## src/rtl/bfs_pkg.sv

```systemverilog
package bfs_pkg;
  typedef enum logic [1:0] {
    ST_RUN  = 2'd0,
    ST_OFF  = 2'd1,
    ST_HOLD = 2'd2
  } bfs_state_e;
endpackage

```

## src/rtl/bfs_tick_counter.sv

```systemverilog
// Counts tick strobes while enabled; done pulses combinationally on the
// LIMIT-th tick. Disabling clears the count.
module bfs_tick_counter #(
  parameter int unsigned LIMIT = 10
) (
  input  logic clk,
  input  logic rst_n,
  input  logic en,
  input  logic tick,
  output logic done
);
  localparam int unsigned W = (LIMIT > 1) ? $clog2(LIMIT) : 1;
  localparam logic [W-1:0] LAST = W'(LIMIT - 1);

  logic [W-1:0] cnt;

  assign done = en && tick && (cnt == LAST);

  always_ff @(posedge clk or negedge rst_n) begin
    if (!rst_n)          cnt <= '0;
    else if (!en || done) cnt <= '0;
    else if (tick)       cnt <= cnt + 1'b1;
  end

  // a cycle without a tick leaves the count untouched
  p_hold_without_tick_r5: assert property (@(posedge clk) disable iff (!rst_n)
    (en && !tick) |=> $stable(cnt));

  // a count is never carried across a gap in enable
  p_gap_restarts_r4: assert property (@(posedge clk) disable iff (!rst_n)
    !en |=> (cnt == '0));
endmodule

```

## src/rtl/bfs_status.sv

```systemverilog
// Sticky fault record; a new fault wins over a coincident clear.
module bfs_status #(
  parameter int unsigned NUM_SW = 8
) (
  input  logic              clk,
  input  logic              rst_n,
  input  logic              oc_trip,
  input  logic              th_trip,
  input  logic [NUM_SW-1:0] flags,
  input  logic              clr,
  output logic              stat_oc,
  output logic              stat_therm,
  output logic [NUM_SW-1:0] oc_src
);
  always_ff @(posedge clk or negedge rst_n) begin
    if (!rst_n) begin
      stat_oc    <= 1'b0;
      stat_therm <= 1'b0;
      oc_src     <= '0;
    end else begin
      stat_oc    <= oc_trip | (stat_oc & ~clr);
      stat_therm <= th_trip | (stat_therm & ~clr);
      oc_src     <= (oc_trip ? flags : '0) | (clr ? '0 : oc_src);
    end
  end

  // status is sticky without a clear
  p_oc_sticky_r10: assert property (@(posedge clk) disable iff (!rst_n)
    (stat_oc && !clr) |=> stat_oc);

  // a fault in the clear cycle still records
  p_set_wins_r11: assert property (@(posedge clk) disable iff (!rst_n)
    (th_trip && clr) |=> stat_therm);
endmodule

```

## src/rtl/bridge_fault_supervisor.sv

```systemverilog
module bridge_fault_supervisor #(
  parameter int unsigned NUM_SW = 8,
  parameter int unsigned QUAL_US = 10,
  parameter int unsigned OFF_US  = 50
) (
  input  logic              clk,
  input  logic              rst_n,
  input  logic              us_tick,
  input  logic [NUM_SW-1:0] oc_flags,
  input  logic              therm_trip,
  input  logic              therm_clear,
  input  logic              status_clr,
  output logic              out_disable,
  output logic              stat_oc,
  output logic              stat_therm,
  output logic [NUM_SW-1:0] oc_src
);
  import bfs_pkg::*;

  bfs_state_e state, state_nx;
  logic oc_any, qual_done, off_done;
  logic oc_trip, th_trip, trip;
  logic pend, pend_nx, cool_ok;

  assign oc_any  = |oc_flags;
  assign oc_trip = (state == ST_RUN) && qual_done;
  assign th_trip = (state == ST_RUN) && therm_trip;
  assign trip    = oc_trip || th_trip;
  assign cool_ok = therm_clear && !therm_trip;
  assign pend_nx = therm_trip || (pend && !therm_clear);

  assign out_disable = (state != ST_RUN) || trip;

  bfs_tick_counter #(.LIMIT(QUAL_US)) u_qual (
    .clk  (clk),
    .rst_n(rst_n),
    .en   ((state == ST_RUN) && oc_any),
    .tick (us_tick),
    .done (qual_done)
  );

  bfs_tick_counter #(.LIMIT(OFF_US)) u_off (
    .clk  (clk),
    .rst_n(rst_n),
    .en   (state == ST_OFF),
    .tick (us_tick),
    .done (off_done)
  );

  bfs_status #(.NUM_SW(NUM_SW)) u_status (
    .clk       (clk),
    .rst_n     (rst_n),
    .oc_trip   (oc_trip),
    .th_trip   (th_trip),
    .flags     (oc_flags),
    .clr       (status_clr),
    .stat_oc   (stat_oc),
    .stat_therm(stat_therm),
    .oc_src    (oc_src)
  );

  always_comb begin
    state_nx = state;
    unique case (state)
      ST_RUN:  if (trip) state_nx = ST_OFF;
      ST_OFF:  if (off_done) state_nx = pend_nx ? ST_HOLD : ST_RUN;
      ST_HOLD: if (cool_ok) state_nx = ST_RUN;
      default: state_nx = ST_RUN;
    endcase
  end

  always_ff @(posedge clk or negedge rst_n) begin
    if (!rst_n) begin
      state <= ST_RUN;
      pend  <= 1'b0;
    end else begin
      state <= state_nx;
      pend  <= pend_nx;
    end
  end

  // a shutdown while enabled always starts the off interval
  p_trip_to_off_r6: assert property (@(posedge clk) disable iff (!rst_n)
    (state == ST_RUN && out_disable) |=> (state == ST_OFF));

  // waiting for cool-down lasts until a clean clear
  p_hold_waits_r9: assert property (@(posedge clk) disable iff (!rst_n)
    (state == ST_HOLD && !therm_clear) |=> (state == ST_HOLD && out_disable));

  // a pending thermal condition diverts the end of the off interval
  p_pending_holds_r9: assert property (@(posedge clk) disable iff (!rst_n)
    (state == ST_OFF && off_done && therm_trip) |=> (state == ST_HOLD));

  // re-enable only comes out of the off or hold phase
  p_reenable_r7: assert property (@(posedge clk) disable iff (!rst_n)
    $fell(out_disable) |-> ($past(state) != ST_RUN));

  // disabled phases never record a new fault
  p_no_status_when_off_r12: assert property (@(posedge clk) disable iff (!rst_n)
    (state != ST_RUN && !stat_oc) |=> !stat_oc);
endmodule

```

## config.mk

```make
export PLATFORM = sky130hd
export DESIGN_NAME = bridge_fault_supervisor
export DESIGN_NICKNAME = d
export VERILOG_FILES = /design/src/rtl/bfs_pkg.sv /design/src/rtl/bfs_tick_counter.sv /design/src/rtl/bfs_status.sv /design/src/rtl/bridge_fault_supervisor.sv
export SDC_FILE = /design/constraint.sdc
export NUM_CORES = 1
export LEC_CHECK = 0
export ABC_CLOCK_PERIOD_IN_PS = 2700
export BUFFER_PORTS_ARGS = -buffer_cell sky130_fd_sc_hd__clkbuf_2
export CORE_MARGIN = 3
export CORE_UTILIZATION = 50
export DETAILED_ROUTE_END_ITERATION = 8
export PLACE_DENSITY_LB_ADDON = 0.15
export SLEW_MARGIN = 20
export SYNTH_ARGS = -nofsm -noshare
export SYNTH_HDL_FRONTEND = slang
export SYNTH_SLANG_ARGS = --single-unit
```

## constraint.sdc

```tcl
create_clock -name clk -period 2.7 [get_ports clk]
set_input_delay 0.27 -clock clk [delete_from_list [all_inputs] [get_ports clk]]
set_output_delay 0.27 -clock clk [all_outputs]
set_load 0.005 [all_outputs]
```

After elaboration in Yosys (flattened, before gate mapping)
Cells that the tools add are included.
Operators by class
  $add $sub $neg: 2
  equal/unequal tests: 7
  muxes and demuxes: 11
  bitwise gates (word level): 6
  reductions and logical operators: 24
Operators with widths (count)
  8-bit two-way mux: 2
  6-bit two-way mux: 2
  1-bit logical AND: 9
  2-bit two-way mux: 4
  4-bit two-way mux: 2
  8-bit OR: 1
  8-bit OR reduction: 1
  6-bit by 1-bit adder with 6-bit output (second input constant): 1
  6-bit equality test (second input constant): 1
  2-bit inequality test (second input constant): 3
  2-bit case mux with 3 select lines: 1
  2-bit nonzero test: 3
  1-bit logical OR: 5
  4-bit by 1-bit adder with 4-bit output (second input constant): 1
  4-bit equality test (second input constant): 1
  1-bit logical NOT: 4
  3-bit AND reduction: 1
  1-bit AND: 2
  2-bit by 1-bit equality test with 1-bit output (second input constant): 1
  2-bit equality test (second input constant): 1
  2-bit logical NOT: 1
  1-bit OR: 2
  1-bit NOT: 1
Word-level totals
  register bits after elaboration: 23
  bits of input ports: 14
  output and inout port bits: 11

Depth between registers and ports, before layout
  word-level depth: 8
  mapped depth: 5
  mapped depth without buffers: 5

Hierarchy
A second synthesis with hierarchy kept.
Second synthesis, totals
  cells, all modules: 104
  area total of the unflattened synthesis: 1153.6 µm²
Modules (own cells, without submodules)
  bfs_tick_counter at u_off: instances 1, cells an instance 38, area an instance 370.4 µm², sequential area each 150.1 µm²
  bfs_status: instances 1, cells an instance 22, area an instance 350.3 µm², sequential area each 250.2 µm²
  bfs_tick_counter at u_qual: instances 1, cells an instance 27, area an instance 254.0 µm², sequential area each 100.1 µm²
  bridge_fault_supervisor: instances 1, cells an instance 17, area an instance 178.9 µm², sequential area each 75.1 µm²

Worst setup path before layout
No wires, ideal clock.
  path kind: reg-to-output
  start point: register u_qual.cnt[0]
  end point: output out_disable
  arrival time: 1.122 ns
  data required time: 2.430 ns
  path slack: 1.308 ns
  cell stages (with the launch flop): 5
  path buffers: 0
  path through: dfrtp_1 > ha_1 > nand4b_1 > a21oi_1 > or3_1
On the way
  word-level cells in the longest chain between the ends: 5
Ends and longest elaborated chain
  start, declared: line bfs_tick_counter.sv:15  | logic [W-1:0] cnt;
  start signal, assigned: line bfs_tick_counter.sv:22  | else if (tick) cnt <= cnt + 1'b1;
  4-bit equality test: line bfs_tick_counter.sv:17  | assign done = en && tick && (cnt == LAST);
  1-bit logical AND: line bfs_tick_counter.sv:17
  1-bit logical AND: line bridge_fault_supervisor.sv:26  | assign oc_trip = (state == ST_RUN) && qual_done;
  1-bit logical OR: line bridge_fault_supervisor.sv:28  | assign trip = oc_trip || th_trip;
  1-bit logical OR: line bridge_fault_supervisor.sv:32  | assign out_disable = (state != ST_RUN) || trip;
  end, declared: line bridge_fault_supervisor.sv:13  | output logic out_disable,
Every way passes these cells.

Final worst setup path
Ends and elaborated chain as after synthesis.

==> summary by stage <==
STA
The number of hold violations in the final report came to 0. After layout, the minimum clock period comes to 1.906 ns. Summed over all failing endpoints, the final setup total negative slack is 0 ns. The fmax is roughly 520 MHz. Setup repair after global routing left no endpoint under its margin. The portion of the clock cycle consumed by the worst path in the final layout is a little over two thirds. The worst clock skew is 0.001003 ns. The worst pin sits at a relative slew slack of between 60% and 70%. The number of pins with negative max-slew slack in the final report came to 0. At the pin with the least slew margin, the transition time is 0.5612 ns. Setup violations remaining at the end of the flow were counted as 0.

Floorplanning
The die covers 2829 sq um. The starting density of the core is 54.53%. The row count is 16. During I/O placement, the number of pins put on the boundary was 25. The placeable core region is about 2000 sq um.

From bottom edge to top edge, the die measures 53.19 microns. The width of the die is between 50 and 60 microns.

Run
The number of maximum-capacitance constraint violations is 0.

Detailed routing
The number of DRC markers in iteration 0 is 5. The aggregate routed wire length is 1993 microns. The routed layout has roughly 770 vias.

The routed wire length per instance is about 14 microns. For this run, design rule violations remaining after detail routing come to 0. In this run the remaining antenna-violating nets after routing total 0. Dividing the detail-routed via count by the number of cells gives 5.317. The first detailed-routing pass took 2 iterations.

Final layout
The finished cells cover approximately 1300 sq um. Leaving out fill and tap cells, the most frequent cells in the layout are clkbuf_2 (24), dfrtp_1 (23), a22o_1 (8), nor2_1 (7), xor2_1 (5). Compared with the post-synthesis result, the final layout area differs by 16.63%. The share of final-layout standard cells stronger than drive strength 1 is about a third.

The most frequent standard cell in the layout excluding fill and tap cells is clkbuf_2. The multi-input combinational cell area is 514.2 sq um. The sequential standard cell area is 575.6 sq um. The number of antenna diodes in the final layout is 0.

After the last flow step, the layout net total stands at 137. After filler insertion, the fill cell instance count of the layout stands at between 150 and 200.

Logic synthesis
The fraction of post-synthesis cell area in the top cell type by area is roughly 52%. The synthesized-area fraction occupied by xor and xnor cells is 5.506%. After Yosys synthesis, full adders, half adders and majority gates account for around 4.5% of the synthesized area. The biggest area contributor in the post-synthesis netlist is dfrtp_1. The compound-cell area share of the yosys netlist is 18.43%.

After Yosys synthesis, and, or, nand and nor cells account for 17.75% of the synthesized area. Averaged over all synthesized cells, the footprint is around 12 sq um. In this run, distinct cell masters in the synthesized netlist total 31.

After synthesis, the cell types taking the most area are dfrtp_1 (52%), a22o_1 (6.3%), ha_1 (4.5%). The cell count after synthesis is 90. The most used flip-flop cell after synthesis is dfrtp_1. Counting flops and latches in the post-synthesis netlist gives 23. The post-synth net total is between 100 and 150. Multiplexer cells account for 0% of the synthesized area.

The total of warnings raised by yosys is 0. The number of enable-type register cells in the synthesized netlist is 0. After synthesis, the largest family of logic cells by area is compound AO/OA/AOI/OAI gates.

The fraction of registers with async set or reset after synthesis is 100.0%. The post-synthesis cell area is roughly 1100 sq um. After synthesis, flip-flops and latches occupy approximately half of the total area.

Clock network
The number of buffers inserted during clock tree synthesis is 3. The worst-skew pair later-pin latency is around 0.3 ns. The depth of the CTS H-tree is 1.

The clock net in this run drives a total of 23 sinks. The clock tree from TritonCTS is done. The maximum root-to-sink buffer count is 2. The tree is rooted in a clkbuf_4.

The post-CTS setup repair buffer count is 0. After clock tree synthesis, the clock-pin slew on the worst setup and hold paths is 0.12 ns.

Critical path
The data arrival at the endpoint of the critical path is roughly 1.6 ns. In this run the worst path has a maximum fanout of 4. The depth of the most critical reg-to-reg path is 5. The setup path with the least slack is of type reg2out. In this run the critical register-to-register path is launched from u_qual.cnt[1]. The endpoint of the lowest-slack register-to-register path is u_status.oc_src[1]. The required time at the worst-slack endpoint is approximately 2.4 ns. STA classifies the critical path startpoint as a flop. The worst reg-to-reg setup slack is 1.15 ns. The category of the worst setup path capture point is an output port.

Placed design
Once detailed placement completed, the half-perimeter wirelength came to between 1500 and 2000 microns. The final weighted congestion in routability-driven placement is around 0.76. The placed instances occupy a cell area of ~1300 sq um. The number of port buffers is 24.

Pwr
The relative contribution of the clock network to total power is 16.8%. Sequential cells burn 51.9% of the power. The switching part of the total power is between 30% and 40%. The switching power total is around 310 uW.

VDD sags by at most roughly 520 uV. The cell leakage power is 0.0006085 uW. Power spread over the standard cell area amounts to ~700 nW/um^2. The design internal power is just over 600 uW. The share of total power in combinational logic is a little under a third.

GRT
Entering global routing, the biggest net connects 24 pins. The via count of the first global-routing pass is 748. The all-layer global routing usage is between 15 and 20%.

The number of antenna violations at the first check in global routing is 0. The global-route wire length before repair is 3277 microns. The total grt overflow is 0.

Worst hold path
In this run the worst hold path is classified as in2reg. The terminating pin of the worst hold path is u_status.stat_therm. The startpoint identified for the worst hold timing path is status_clr. The worst hold path passes through 2 cells.

Status
The run finished with clean final reports.
synthesized netlist by cell type (2+ instances only):
library cell	instances
dfrtp_1	23
a22o_1	8
nor2_1	7
xor2_1	5
ha_1	4
inv_1	4
nand2_1	4
nand4_1	3
nor3_1	3
o21ai_0	3
a21o_2	2
a21oi_1	2
nor4_4	2
or3_1	2
xnor2_1	2
critical path, stage by stage (launching register included):
cell and delay (ns):
dfrtp_1 0.44, ha_1 0.24, nand4b_1 0.17, a21oi_1 0.06, or3_1 0.31, clkbuf_2 0.12
power by group through the flow:
stage	Combinational (uW)	Sequential, uW	Clock (uW)
after floorplan	223	469	0
after global placement	281	478	0
after detailed placement	292	484	0
after CTS	294	477	164
after global routing	332	489	169
final	289	477	154
logic make-up after synthesis:
| kind of cell | count (synthesis) |
|---|---|
| simple gates | 29 |
| compound gates | 21 |
| xor+xnor | 7 |
| buf+inv | 6 |
| flops | 23 |
| fa+ha+maj | 4 |
cell type report:
type	instances	share of cell area, %
inverter	5	1.445
sequential	23	44.32
timing repair buffer	25	10.02
tap	27	2.601
multi-input combinational	61	39.60
clock buffer	4	2.023
worst max path at each step:
stage / startpoint / endpoint / slack, ns / depth (start not counted)
2_1_floorplan: u_qual.cnt[0] / out_disable / 1.31 / 4
3_3_place_gp: oc_flags[5] / out_disable / 1.13 / 5
3_5_place_dp: oc_flags[5] / out_disable / 1.13 / 5
4_1_cts: u_qual.cnt[0] / out_disable / 0.78 / 5
5_1_grt: u_qual.cnt[0] / out_disable / 0.69 / 5
6_report: u_qual.cnt[0] / out_disable / 0.79 / 5
sequential cells by signal, indices dropped and copies added, names as in the netlist:
| name | count |
|---|---|
| u_status.stat_oc | 1 |
| u_status.oc_src | 8 |
| u_off.cnt | 6 |
| u_status.stat_therm | 1 |
| state | 2 |
| u_qual.cnt | 4 |
| pend | 1 |
per-layer routing:
layer | up-vias | wire length (microns) | global-route usage (%) | share of wire, %
met1 | 367 | 962 | 21.51 | 48
met3 | 2 | 96 | 2.817 | 4.8
li1 | 386 | - | - | -
met4 | 0 | 10 | 7.660 | 0.50
met5 | - | 0 | 0 | 0
met2 | 16 | 924 | 25.41 | 46
metrics by stage:
step	util (%)	hold WS [ns]	power (uW)	setup WS [ns]	std cells
global route	63.60	0.1875	989.7	0.6927	145
detailed placement	61.83	0.2888	775.7	1.131	140
finish	63.60	0.1611	920.1	0.7940	145
floorplan	-	-0.02559	691.9	1.308	90
CTS	63.60	0.1485	934.5	0.7753	145
global placement	61.83	0.2862	759.4	1.126	140
repair_timing:
item,4_1_cts,5_1_grt
gates resized for setup,0,0
hold endpoints to repair,23,0
hold buffers,1,0
endpoints found under the setup margin,0,0
Power figures use the tool's default switching activity.
